`src/rtl/seq_pkg.sv`:
```
package seq_pkg;

  typedef enum logic [2:0] {
    S_IDLE,
    S_LOAD,
    S_SEND,
    S_XFER,
    S_WAIT
  } seqState_t;

  // strobes from control into the datapath
  typedef struct packed {
    logic popMsg;
    logic loadXfer;
    logic acceptByte;
    logic startWait;
    logic finishXfer;
  } seqStrobe_t;

endpackage

```
`src/rtl/seq_msg_fifo.sv`:
```
module seq_msg_fifo #(
  parameter int DEPTH = 4,
  parameter int WIDTH = 8
) (
  input  logic             clk,
  input  logic             rstN,
  input  logic             push,
  input  logic [WIDTH-1:0] pushData,
  input  logic             pop,
  output logic [WIDTH-1:0] head,
  output logic             empty,
  output logic             full
);
  localparam int PTR_W = (DEPTH > 1) ? $clog2(DEPTH) : 1;
  localparam int CNT_W = $clog2(DEPTH + 1);

  logic [WIDTH-1:0] mem [DEPTH];
  logic [PTR_W-1:0] wrPtr, rdPtr;
  logic [CNT_W-1:0] count;
  logic doPush, doPop;

  assign empty  = (count == '0);
  assign full   = (count == CNT_W'(DEPTH));
  assign doPush = push && !full;
  assign doPop  = pop && !empty;
  assign head   = mem[rdPtr];

  always_ff @(posedge clk or negedge rstN) begin
    if (!rstN) begin
      wrPtr <= '0;
      rdPtr <= '0;
      count <= '0;
    end else begin
      if (doPush) wrPtr <= (wrPtr == PTR_W'(DEPTH - 1)) ? '0 : wrPtr + 1'b1;
      if (doPop)  rdPtr <= (rdPtr == PTR_W'(DEPTH - 1)) ? '0 : rdPtr + 1'b1;
      count <= count + CNT_W'(doPush) - CNT_W'(doPop);
    end
  end

  always_ff @(posedge clk) begin
    if (doPush) mem[wrPtr] <= pushData;
  end


  full_hold_chk: assert property (@(posedge clk) disable iff (!rstN)
    (push && full && !pop) |=> (count == $past(count)));

endmodule

```
`src/rtl/seq_datapath.sv`:
```
module seq_datapath
  import seq_pkg::*;
#(
  parameter int CLK_HZ = 8_000_000,
  parameter int NXFER  = 8,
  parameter int BUF_W  = 6,
  parameter int LEN_W  = 7,
  parameter int DLY_W  = 8,
  parameter int XI_W   = 3,
  parameter int XC_W   = 4,
  parameter int ACT_W  = 10
) (
  input  logic             clk,
  input  logic             rstN,
  input  seqStrobe_t       st,
  input  logic             inWait,
  input  logic [XI_W-1:0]  headFirst,
  input  logic [XC_W-1:0]  headNum,
  input  logic             xdWe,
  input  logic [XI_W-1:0]  xdAddr,
  input  logic [LEN_W-1:0] xdLen,
  input  logic             xdTxEn,
  input  logic             xdRxEn,
  input  logic             xdCsDrop,
  input  logic [DLY_W-1:0] xdDelayUs,
  input  logic [BUF_W-1:0] xdTxBase,
  input  logic [BUF_W-1:0] xdRxBase,
  input  logic             txWe,
  input  logic [BUF_W-1:0] txAddr,
  input  logic [7:0]       txData,
  input  logic [BUF_W-1:0] rxAddr,
  output logic [7:0]       rxData,
  input  logic [7:0]       engRxByte,
  output logic [7:0]       txByte,
  output logic             lastByte,
  output logic             lastXfer,
  output logic             csDrop,
  output logic             waitOver,
  output logic [ACT_W-1:0] actualLen
);
  localparam int BUF_D = 1 << BUF_W;
  localparam int TICKS = (CLK_HZ / 1_000_000 < 1) ? 1 : CLK_HZ / 1_000_000;
  localparam int PRE_W = (TICKS > 1) ? $clog2(TICKS) : 1;

  // descriptor table
  logic [LEN_W-1:0] dLen    [NXFER];
  logic             dTxEn   [NXFER];
  logic             dRxEn   [NXFER];
  logic             dCsDrop [NXFER];
  logic [DLY_W-1:0] dDelay  [NXFER];
  logic [BUF_W-1:0] dTxBase [NXFER];
  logic [BUF_W-1:0] dRxBase [NXFER];

  logic [7:0] txMem [BUF_D];
  logic [7:0] rxMem [BUF_D];

  // current transfer state
  logic [XI_W-1:0]  xferIdx;
  logic [XC_W-1:0]  xfersLeft;
  logic [LEN_W-1:0] lenLeft, curLen;
  logic [BUF_W-1:0] txPtr, rxPtr;
  logic             hasTx, hasRx, csDropR;
  logic [DLY_W-1:0] curDelay, dlyLeft;
  logic [ACT_W-1:0] actual;
  logic             usTick;

  always_ff @(posedge clk) begin
    if (xdWe) begin
      dLen[xdAddr]    <= xdLen;
      dTxEn[xdAddr]   <= xdTxEn;
      dRxEn[xdAddr]   <= xdRxEn;
      dCsDrop[xdAddr] <= xdCsDrop;
      dDelay[xdAddr]  <= xdDelayUs;
      dTxBase[xdAddr] <= xdTxBase;
      dRxBase[xdAddr] <= xdRxBase;
    end
    if (txWe) txMem[txAddr] <= txData;
    if (st.acceptByte && hasRx) rxMem[rxPtr] <= engRxByte;
  end

  assign rxData = rxMem[rxAddr];
  assign txByte = hasTx ? txMem[txPtr] : 8'h00;

  always_ff @(posedge clk or negedge rstN) begin
    if (!rstN) begin
      xferIdx   <= '0;
      xfersLeft <= '0;
      lenLeft   <= '0;
      curLen    <= '0;
      txPtr     <= '0;
      rxPtr     <= '0;
      hasTx     <= 1'b0;
      hasRx     <= 1'b0;
      csDropR   <= 1'b0;
      curDelay  <= '0;
      actual    <= '0;
    end else begin
      if (st.popMsg) begin
        xferIdx   <= headFirst;
        xfersLeft <= headNum;
        actual    <= '0;
      end
      if (st.loadXfer) begin
        lenLeft  <= dLen[xferIdx];
        curLen   <= dLen[xferIdx];
        txPtr    <= dTxBase[xferIdx];
        rxPtr    <= dRxBase[xferIdx];
        hasTx    <= dTxEn[xferIdx];
        hasRx    <= dRxEn[xferIdx];
        csDropR  <= dCsDrop[xferIdx];
        curDelay <= dDelay[xferIdx];
      end
      if (st.acceptByte) begin
        lenLeft <= lenLeft - 1'b1;
        txPtr   <= txPtr + 1'b1;
        rxPtr   <= rxPtr + 1'b1;
      end
      if (st.finishXfer) begin
        actual    <= actual + ACT_W'(curLen);
        xferIdx   <= xferIdx + 1'b1;
        xfersLeft <= xfersLeft - 1'b1;
      end
    end
  end

  // microsecond tick: a prescaler only when more than one clock per microsecond
  if (TICKS > 1) begin : g_pre
    logic [PRE_W-1:0] preCnt;
    always_ff @(posedge clk or negedge rstN) begin
      if (!rstN)                       preCnt <= '0;
      else if (st.startWait || !inWait) preCnt <= '0;
      else if (preCnt == PRE_W'(TICKS - 1)) preCnt <= '0;
      else                             preCnt <= preCnt + 1'b1;
    end
    assign usTick = inWait && (preCnt == PRE_W'(TICKS - 1));
  end else begin : g_nopre
    assign usTick = inWait;
  end

  always_ff @(posedge clk or negedge rstN) begin
    if (!rstN)                        dlyLeft <= '0;
    else if (st.startWait)            dlyLeft <= curDelay;
    else if (usTick && dlyLeft != '0) dlyLeft <= dlyLeft - 1'b1;
  end

  assign lastByte  = (lenLeft == LEN_W'(1));
  assign lastXfer  = (xfersLeft == XC_W'(1));
  assign csDrop    = csDropR;
  assign waitOver  = (dlyLeft == '0);
  assign actualLen = actual;

endmodule

```
`src/rtl/seq_control.sv`:
```
module seq_control
  import seq_pkg::*;
(
  input  logic       clk,
  input  logic       rstN,
  input  logic       qEmpty,
  input  logic [2:0] qMode,
  input  logic [7:0] qSpeed,
  input  logic       lastByte,
  input  logic       lastXfer,
  input  logic       csDrop,
  input  logic       waitOver,
  input  logic [7:0] txByte,
  input  logic       engDone,
  input  logic       engWcol,
  input  logic       engModf,
  output seqStrobe_t st,
  output logic       popQ,
  output logic       inWait,
  output logic       engCfgLoad,
  output logic [2:0] engMode,
  output logic [7:0] engSpeed,
  output logic       engTxValid,
  output logic       csActive,
  output logic       msgDone,
  output logic       msgErr,
  output logic       spurious
);
  seqState_t state, nxt;
  logic anyEvt, faultHit;

  assign anyEvt   = engDone | engWcol | engModf;
  assign faultHit = (state == S_XFER) && !engWcol && engModf;

  always_comb begin
    nxt = state;
    st  = '0;
    case (state)
      S_IDLE: if (!qEmpty) begin
        st.popMsg = 1'b1;
        nxt = S_LOAD;
      end
      S_LOAD: begin
        st.loadXfer = 1'b1;
        nxt = S_SEND;
      end
      S_SEND: nxt = S_XFER;
      S_XFER: begin
        if (engWcol) nxt = S_SEND;
        else if (engModf) nxt = S_IDLE;
        else if (engDone) begin
          st.acceptByte = 1'b1;
          if (lastByte) begin
            st.startWait = 1'b1;
            nxt = S_WAIT;
          end else begin
            nxt = S_SEND;
          end
        end
      end
      S_WAIT: if (waitOver) begin
        st.finishXfer = 1'b1;
        nxt = lastXfer ? S_IDLE : S_LOAD;
      end
      default: nxt = S_IDLE;
    endcase
  end

  assign popQ       = st.popMsg;
  assign inWait     = (state == S_WAIT);
  assign engTxValid = (state == S_SEND);

  always_ff @(posedge clk or negedge rstN) begin
    if (!rstN) begin
      state      <= S_IDLE;
      engCfgLoad <= 1'b0;
      engMode    <= '0;
      engSpeed   <= '0;
      csActive   <= 1'b0;
      msgDone    <= 1'b0;
      msgErr     <= 1'b0;
      spurious   <= 1'b0;
    end else begin
      state      <= nxt;
      engCfgLoad <= st.popMsg;
      msgDone    <= 1'b0;
      spurious   <= ((state == S_IDLE) || (state == S_WAIT)) && anyEvt;
      if (st.popMsg) begin
        engMode  <= qMode;
        engSpeed <= qSpeed;
      end
      if (st.loadXfer) csActive <= 1'b1;
      if (faultHit) begin
        csActive <= 1'b0;
        msgDone  <= 1'b1;
        msgErr   <= 1'b1;
      end
      if (st.finishXfer) begin
        if (lastXfer) begin
          csActive <= 1'b0;
          msgDone  <= 1'b1;
          msgErr   <= 1'b0;
        end else if (csDrop) begin
          csActive <= 1'b0;
        end
      end
    end
  end


  idle_quiet_chk: assert property (@(posedge clk) disable iff (!rstN)
    (state == S_IDLE) |-> (!csActive && !engTxValid));


  tx_cs_chk: assert property (@(posedge clk) disable iff (!rstN)
    engTxValid |-> csActive);


  wcol_resend_chk: assert property (@(posedge clk) disable iff (!rstN)
    (state == S_XFER && engWcol) |=> (engTxValid && txByte == $past(txByte)));


  modf_abort_chk: assert property (@(posedge clk) disable iff (!rstN)
    faultHit |=> (msgDone && msgErr && !csActive));


  wait_hold_chk: assert property (@(posedge clk) disable iff (!rstN)
    (state == S_WAIT && !waitOver) |=> (state == S_WAIT && !engTxValid));


  done_ok_chk: assert property (@(posedge clk) disable iff (!rstN)
    (st.finishXfer && lastXfer) |=> (msgDone && !msgErr && !csActive));

endmodule

```
`src/rtl/spi_msg_seq.sv`:
```
module spi_msg_seq
  import seq_pkg::*;
#(
  parameter int CLK_HZ = 8_000_000,
  parameter int QDEPTH = 4,
  parameter int NXFER  = 8,
  parameter int BUF_W  = 6,
  parameter int LEN_W  = 7,
  parameter int DLY_W  = 8,
  parameter int XI_W   = $clog2(NXFER),
  parameter int XC_W   = $clog2(NXFER + 1),
  parameter int ACT_W  = LEN_W + XI_W
) (
  input  logic             clk,
  input  logic             rstN,
  input  logic             msgPush,
  input  logic [XI_W-1:0]  msgFirst,
  input  logic [XC_W-1:0]  msgNum,
  input  logic [2:0]       msgMode,
  input  logic [7:0]       msgSpeed,
  output logic             msgFull,
  input  logic             xdWe,
  input  logic [XI_W-1:0]  xdAddr,
  input  logic [LEN_W-1:0] xdLen,
  input  logic             xdTxEn,
  input  logic             xdRxEn,
  input  logic             xdCsDrop,
  input  logic [DLY_W-1:0] xdDelayUs,
  input  logic [BUF_W-1:0] xdTxBase,
  input  logic [BUF_W-1:0] xdRxBase,
  input  logic             txWe,
  input  logic [BUF_W-1:0] txAddr,
  input  logic [7:0]       txData,
  input  logic [BUF_W-1:0] rxAddr,
  output logic [7:0]       rxData,
  output logic             engCfgLoad,
  output logic [2:0]       engMode,
  output logic [7:0]       engSpeed,
  output logic             engTxValid,
  output logic [7:0]       engTxByte,
  input  logic             engDone,
  input  logic [7:0]       engRxByte,
  input  logic             engWcol,
  input  logic             engModf,
  output logic             csActive,
  output logic             msgDone,
  output logic             msgErr,
  output logic [ACT_W-1:0] msgActualLen,
  output logic             spurious
);
  localparam int QW = XI_W + XC_W + 3 + 8;

  seqStrobe_t     st;
  logic           popQ, qEmpty, inWait;
  logic [QW-1:0]  qHead;
  logic           lastByte, lastXfer, csDrop, waitOver;

  seq_msg_fifo #(.DEPTH(QDEPTH), .WIDTH(QW)) u_fifo (
    .clk      (clk),
    .rstN     (rstN),
    .push     (msgPush),
    .pushData ({msgFirst, msgNum, msgMode, msgSpeed}),
    .pop      (popQ),
    .head     (qHead),
    .empty    (qEmpty),
    .full     (msgFull)
  );

  seq_datapath #(
    .CLK_HZ(CLK_HZ), .NXFER(NXFER), .BUF_W(BUF_W), .LEN_W(LEN_W),
    .DLY_W(DLY_W), .XI_W(XI_W), .XC_W(XC_W), .ACT_W(ACT_W)
  ) u_dp (
    .clk       (clk),
    .rstN      (rstN),
    .st        (st),
    .inWait    (inWait),
    .headFirst (qHead[QW-1 -: XI_W]),
    .headNum   (qHead[QW-XI_W-1 -: XC_W]),
    .xdWe      (xdWe),
    .xdAddr    (xdAddr),
    .xdLen     (xdLen),
    .xdTxEn    (xdTxEn),
    .xdRxEn    (xdRxEn),
    .xdCsDrop  (xdCsDrop),
    .xdDelayUs (xdDelayUs),
    .xdTxBase  (xdTxBase),
    .xdRxBase  (xdRxBase),
    .txWe      (txWe),
    .txAddr    (txAddr),
    .txData    (txData),
    .rxAddr    (rxAddr),
    .rxData    (rxData),
    .engRxByte (engRxByte),
    .txByte    (engTxByte),
    .lastByte  (lastByte),
    .lastXfer  (lastXfer),
    .csDrop    (csDrop),
    .waitOver  (waitOver),
    .actualLen (msgActualLen)
  );

  seq_control u_ctl (
    .clk        (clk),
    .rstN       (rstN),
    .qEmpty     (qEmpty),
    .qMode      (qHead[10:8]),
    .qSpeed     (qHead[7:0]),
    .lastByte   (lastByte),
    .lastXfer   (lastXfer),
    .csDrop     (csDrop),
    .waitOver   (waitOver),
    .txByte     (engTxByte),
    .engDone    (engDone),
    .engWcol    (engWcol),
    .engModf    (engModf),
    .st         (st),
    .popQ       (popQ),
    .inWait     (inWait),
    .engCfgLoad (engCfgLoad),
    .engMode    (engMode),
    .engSpeed   (engSpeed),
    .engTxValid (engTxValid),
    .csActive   (csActive),
    .msgDone    (msgDone),
    .msgErr     (msgErr),
    .spurious   (spurious)
  );

endmodule

```
`config.mk`:
```
export PLATFORM = sky130hd
export DESIGN_NAME = spi_msg_seq
export DESIGN_NICKNAME = d
export VERILOG_FILES = /design/src/rtl/seq_pkg.sv /design/src/rtl/seq_msg_fifo.sv /design/src/rtl/seq_datapath.sv /design/src/rtl/seq_control.sv /design/src/rtl/spi_msg_seq.sv
export SDC_FILE = /design/constraint.sdc
export NUM_CORES = 2
export LEC_CHECK = 0
export ABC_AREA = 1
export BUFFER_PORTS_ARGS = -buffer_cell sky130_fd_sc_hd__buf_2
export CAP_MARGIN = 20
export CORE_MARGIN = 2
export CORE_UTILIZATION = 56
export DETAILED_ROUTE_END_ITERATION = 7
export HOLD_SLACK_MARGIN = 0.05
export PLACE_DENSITY = 0.75
export SETUP_SLACK_MARGIN = 0.05
export SLEW_MARGIN = 20
export SYNTH_ARGS = -nofsm -noshare
export SYNTH_HDL_FRONTEND = slang
export SYNTH_SLANG_ARGS = --single-unit
```
`constraint.sdc`:
```
create_clock -name clk -period 2.4 [get_ports clk]
set_input_delay 0.48 -clock clk [delete_from_list [all_inputs] [get_ports clk]]
set_output_delay 0.48 -clock clk [all_outputs]
set_load 0.02 [all_outputs]
```
* Word level (Yosys, flattened, before mapping) *
Memories as Yosys holds them, arrays and structs flattened. A register that Yosys moved wholly into a read port is not among the register bits.
Index checks and enable logic that the tools add are counted.

storage, ports and cells
  bits in registers = 80
  memories = 10
  logic and storage cells = 139
  bits of input ports = 87
  bits in writable memories = 1336

memory list
  memory        words  width  rd ports  clocked after memory_dff  write ports  line                source
  u_dp.rxMem    64     8      1         0                         1            seq_datapath.sv:55  logic [7:0] rxMem [BUF_D];
  u_dp.txMem    64     8      1         0                         1            seq_datapath.sv:54  logic [7:0] txMem [BUF_D];
  u_fifo.mem    4      18     1         0                         1            seq_msg_fifo.sv:17  logic [WIDTH-1:0] mem [DEPTH];
  u_dp.dDelay   8      8      1         1                         1            seq_datapath.sv:50  logic [DLY_W-1:0] dDelay [NXFER];
  u_dp.dLen     8      7      1         0                         1            seq_datapath.sv:46  logic [LEN_W-1:0] dLen [NXFER];
  u_dp.dRxBase  8      6      1         0                         1            seq_datapath.sv:52  logic [BUF_W-1:0] dRxBase [NXFER];
  +4 memories   n/a    n/a    n/a       n/a                       n/a          n/a

cells by class
  eq/ne operators = 13
  reductions and logical operators = 26
  bitwise logic cells = 2
  multiplexer cells = 56
  add/subtract/negate cells = 12

operators by type and width
  cell                                                                 number
  3-bit two-way mux                                                    10
  1-bit two-way mux                                                    26
  6-bit two-way mux                                                    4
  8-bit two-way mux                                                    3
  10-bit two-way mux                                                   2
  3-bit one-hot mux with 5 select lines                                1
  7-bit two-way mux                                                    2
  6-bit by 1-bit adder with 6-bit output (second input constant)       2
  2-bit two-way mux                                                    6
  10-bit by 7-bit adder with 10-bit output                             1
  3-bit == test (second input constant)                                3
  1-bit logical AND                                                    8
  1-bit logical NOT                                                    8
  8-bit logical NOT                                                    1
  4-bit two-way mux                                                    2
  8-bit nonzero test                                                   1
  8-bit by 1-bit subtractor with 8-bit output (second input constant)  1
  7-bit by 1-bit == test with 1-bit output (second input constant)     1
  7-bit by 1-bit subtractor with 7-bit output (second input constant)  1
  3-bit by 1-bit adder with 3-bit output (second input constant)       2
  3-bit by 2-bit == test with 1-bit output (second input constant)     2
  3-bit logical NOT                                                    2
  2-bit nonzero test                                                   3
  2-bit by 1-bit adder with 2-bit output (second input constant)       2
  other kinds (12)                                                     15

* Longest topological paths before layout *
  word-level depth = 9
  depth in mapped cells = 13

* By module *
A second synthesis with hierarchy kept.

second synthesis, totals
  cell total of the unflattened synthesis = 5234
  area total of the unflattened synthesis = 59419.5 um2

modules (own cells, without submodules)
  module        area an instance (um2)  cells an instance  sequential area each (um2)  times used
  seq_datapath  55215.5                 4861               39583.0                     1
  seq_msg_fifo  3344.5                  267                2337.2                      1
  seq_control   859.6                   106                475.5                       1

* Worst setup path before layout *
OpenSTA, ideal clock, no wires.

  kind = reg-to-reg
  start point = reg u_ctl.state[1]
  end point = reg u_fifo.count[2]
  arrival = 2.314 ns
  clock period less this slack = 2.442 ns
  required time = 2.271 ns
  stages on the path, launching flop included = 14
  setup slack = -0.042 ns
  buffers on the path = 1
  setup time = 0.129 ns
  path through = dfrtp_1 nor2_1 inv_1 nor2_1 inv_1 nor2_2 buf_2 ha_1 inv_1 ha_1 inv_1 fa_1 xnor2_1 xor2_1

between the ends
  longest elaborated chain between the ends = 4

RTL lines
  what                                         line                source
  start, declared                              seq_control.sv:29   seqState_t state, nxt;
  start signal, assigned                       seq_control.sv:84   state <= nxt;
  3-bit logical NOT                            seq_control.sv:38   case (state)
  1-bit two-way mux                            seq_control.sv:38
  named net popQ                               spi_msg_seq.sv:54   logic popQ, qEmpty, inWait;
  1-bit logical AND                            seq_msg_fifo.sv:25  assign doPop = pop && !empty;
  3-bit by 1-bit subtractor with 3-bit output  seq_msg_fifo.sv:36  count <= count + CNT_W'(doPush) - CNT_W'(doPop);
  end signal, assigned                         seq_msg_fifo.sv:36
  end, declared                                seq_msg_fifo.sv:19  logic [CNT_W-1:0] count;

The timed path passes the listed nets, and every way through them passes these cells.
A chain may end at the register's enable or synchronous reset.

* Final worst setup path *
  start point = reg u_dp.txPtr[0]
  end point = out engTxByte[1]

between the ends
  longest elaborated chain between the ends = 2

RTL lines
  what                    line                 source
  start, declared         seq_datapath.sv:61   logic [BUF_W-1:0] txPtr, rxPtr;
  start signal, assigned  seq_datapath.sv:106  txPtr <= dTxBase[xferIdx];
  start signal, assigned  seq_datapath.sv:115  txPtr <= txPtr + 1'b1;
  memory 64 x 8 bit       n/a
  8-bit two-way mux       seq_datapath.sv:82   assign txByte = hasTx ? txMem[txPtr] : 8'h00;
  end, declared           spi_msg_seq.sv:40    output logic [7:0] engTxByte,

Every way passes these cells.

==> results by group <==
Status
  • Status: finished with violations
  • Failing checks: negative setup slack

Routing
  • Routed WL: 152 mm
  • Via count: 41600
  • DRC Markers: 0
  • Antenna-violating nets left: 0
  • Mean routed wirelength per cell: 21.6 microns
  • Routed vias/inst: 5.92
  • Initial DRC count: 5107
  • First-pass DRT Iterations: 8

Critical path
  • Crit Path Category: flip-flop to output port
  • CP endpoint kind: output port
  • CP required: 1.92 ns
  • CP startpoint kind: flip-flop
  • Critical path data arrival time: 2.88 ns
  • Worst-path maximum fanout: 21

Logic synthesis
  • Most frequent cells after synthesis: edfxtp_1, nand2_1, nand3_1
  • Post-synth top area cell: edfxtp_1
  • Synth Cell Area: 0.0585 sq mm
  • Cell with the most instances after synthesis: edfxtp_1
  • Main synth FF type: edfxtp_1
  • Top cell type's share of synthesized area: 0.685
  • Synth area leaders: edfxtp_1, nand2_1, nand3_1
  • Post-synth cell types: 35
  • Number of flops mapped to enable cells by yosys: 1336
  • Syn Area/Cell: 11.5 sq um
  • Post-Syn Nets: 5209
  • Fraction of registers with async set/reset: 0.0638
  • Post-synthesis register bit count: 1427
  • Total of warnings raised by yosys: 0
  • Synth Instances: 5095
  • Post-synthesis sequential area ratio: 0.724

GRT
  • GR Overflow Total: 0
  • Largest net degree at the start of global routing: 124
  • Gr usage total: 0.275
  • Vias in the first global route: 40300
  • Global-route wire length before repair: 227 mm
  • Initial antenna violation count: 3

STA
  • Final Hold Vio Count: 0
  • Final worst slack: -0.958 ns
  • Final worst path period need: 3.36 ns
  • RSZ-0062 raised after global routing: yes
  • Final Cycle Share: 1.40
  • Max Clk Rate: 0.298 GHz
  • Worst Max-Slew Pin Slew: 1.09 ns
  • Slew HR: 0.276
  • Count of final setup violators: 16
  • Slew Limit Fails: 0
  • Final Skew: 0.0362 ns

Floorplanning
  • Core area: 0.104 sq mm
  • Row cnt: 118
  • Initial Util: 0.565
  • I/O Pins: 131
  • Die H: 327 microns
  • Die area: 0.107 sq mm
  • Die Wd: 327 microns

Hold path
  • Hold Crit Class: input port to flip-flop

Final layout
  • Area grow syn2layout: 20.8%
  • Final core utilization: 0.682
  • Layout cells sized above 1: 0.184
  • Final #Nets: 5645

Clock tree
  • # H-tree levels: 4
  • Clk slew on worst S/H paths: 0.06 ns
  • Clock Sinks: 1427
  • Worst-Skew Late Latency: 0.78 ns
  • CTS buffer count: 144
  • Root buffer cell: clkbuf_16
  • Clock Tree Buf Depth: 3
  • TritonCTS clock tree: built

Power
  • Pwr Total: 71.1 mW
  • Power Density: 1000 mW/mm^2
  • Peak supply drop: 1.11 mV
  • Leakage: 26.6 nW

Placement
  • Buffers on Ports: 130
  • Post-DP HPWL: 86.5 mm
  • Routability Congestion: 0.884

Run
  • Max-capacitance violation count: 0
[registers in the layout, indices dropped and copies added (netlist names), 8 cells and up]
name	flops
u_dp.dRxBase	48
u_dp.actualLen	10
u_dp.dLen	56
u_dp.txMem	512
u_fifo.mem	72
u_dp.dRxEn	8
u_dp.rxMem	512
u_dp.dCsDrop	8
u_dp.dTxEn	8
u_ctl.engSpeed	8
u_dp.dTxBase	48
u_dp.dDelay	64
u_dp.curDelay	8
u_dp.dlyLeft	8
[final timing paths]
check                                          start                    to  slack, ns  depth (start not counted)
worst min register to register  u_dp.g_pre.preCnt[0]  u_dp.g_pre.preCnt[0]       0.48                          1
worst max register to register        u_ctl.state[0]       u_fifo.count[2]       0.15                         12
worst max-delay path                   u_dp.txPtr[0]          engTxByte[1]      -0.96                         12
worst min-delay path                    engRxByte[5]     u_dp.rxMem[23][5]       0.20                          1
max in group asynchronous                       rstN         u_dp.txPtr[1]       1.43                          3
min in group asynchronous                       rstN      u_dp.curDelay[6]       0.30                          2
[layout by cell type, fill, tap and decap left out, drive strengths merged, types with 52 or more instances in the layout]
master / synthesis / routed
edfxtp: 1336 / 1336
a21oi: 64 / 64
nand3: 732 / 732
inv: 207 / 214
clkbuf: 143 / 200
nor2: 541 / 542
nand2: 1335 / 1335
dfrtp: 91 / 91
dlygate4sd3: 0 / 52
buf: 144 / 509
clkinv: 10 / 66
o21ai: 274 / 274
[power by group]
group / internal, mW / switching [mW] / leakage, nW
sequential: 28.3 / 0.641 / 13.1
combinational: 7.56 / 13.3 / 11.3
clock: 11.9 / 9.30 / 2.16
total: 47.8 / 23.3 / 26.6
[stage by stage]
step / std cells / setup TNS (ns) / worst slack (ns) / hold WS [ns] / area [sq um]
2_1_floorplan: 5095 / 0 / 0.0591 / 0.184 / 58600
3_3_place_gp: 6677 / -2.23 / -0.242 / 0.431 / 63500
3_5_place_dp: 6677 / -2.41 / -0.243 / 0.465 / 63500
4_1_cts: 7001 / -8.15 / -0.911 / 0.148 / 69600
5_1_grt: 7023 / -9.67 / -1.04 / 0.179 / 70700
6_report: 7024 / -8.25 / -0.958 / 0.196 / 70700
[logic make-up (layout without fill, tap and decap cells)]
family	after synthesis	in the layout	synth area share
AOI/OAI and AO/OA	468	468	0.0452
xor gates and xnor gates	17	17	0.00254
adders and majority gates	27	27	0.00603
buffers and inverters	504	1050	0.0346
DFF	1427	1427	0.724
other	0	2	0
and+or+nand+nor	2652	2653	0.188
[area by class of cell]
type	instances	area, sq um
timing repair inverter	2	23.8
clock inverter	69	505
tap	1380	1730
sequential	1427	42400
fill	6897	32900
timing repair buffer	574	5700
clock buffer	188	3900
antenna	2	5.00
inverter	217	855
multi-input combinational	3165	15600
[routing by layer]
layer  global-route usage  routed length [microns]
met2                0.457                    74000
met5                    0                       26
met4                0.116                     6470
met3               0.0490                    14600
met1                0.360                    57000
[what timing repair did]
action	CTS	global route
hold endpoints to repair	356	0
endpoints found under the setup margin	17	151
hold buffers	52	0
setup buffers	8	5
pin swaps	122	126
resized for setup	238	171
gates cloned	7	15
[critical path, cell delays in order (launching register included)]
cell	delay (ns)
dfrtp_4	0.51
buf_4	0.16
buf_12	0.12
buf_16	0.13
buf_12	0.15
nand2_2	0.07
nand3_2	0.08
a21oi_2	0.19
nor2_1	0.07
nand2_1	0.12
nand3_4	0.09
a21oi_2	0.22
buf_4	0.19
Note: power is estimated with default switching activity, not from simulation.
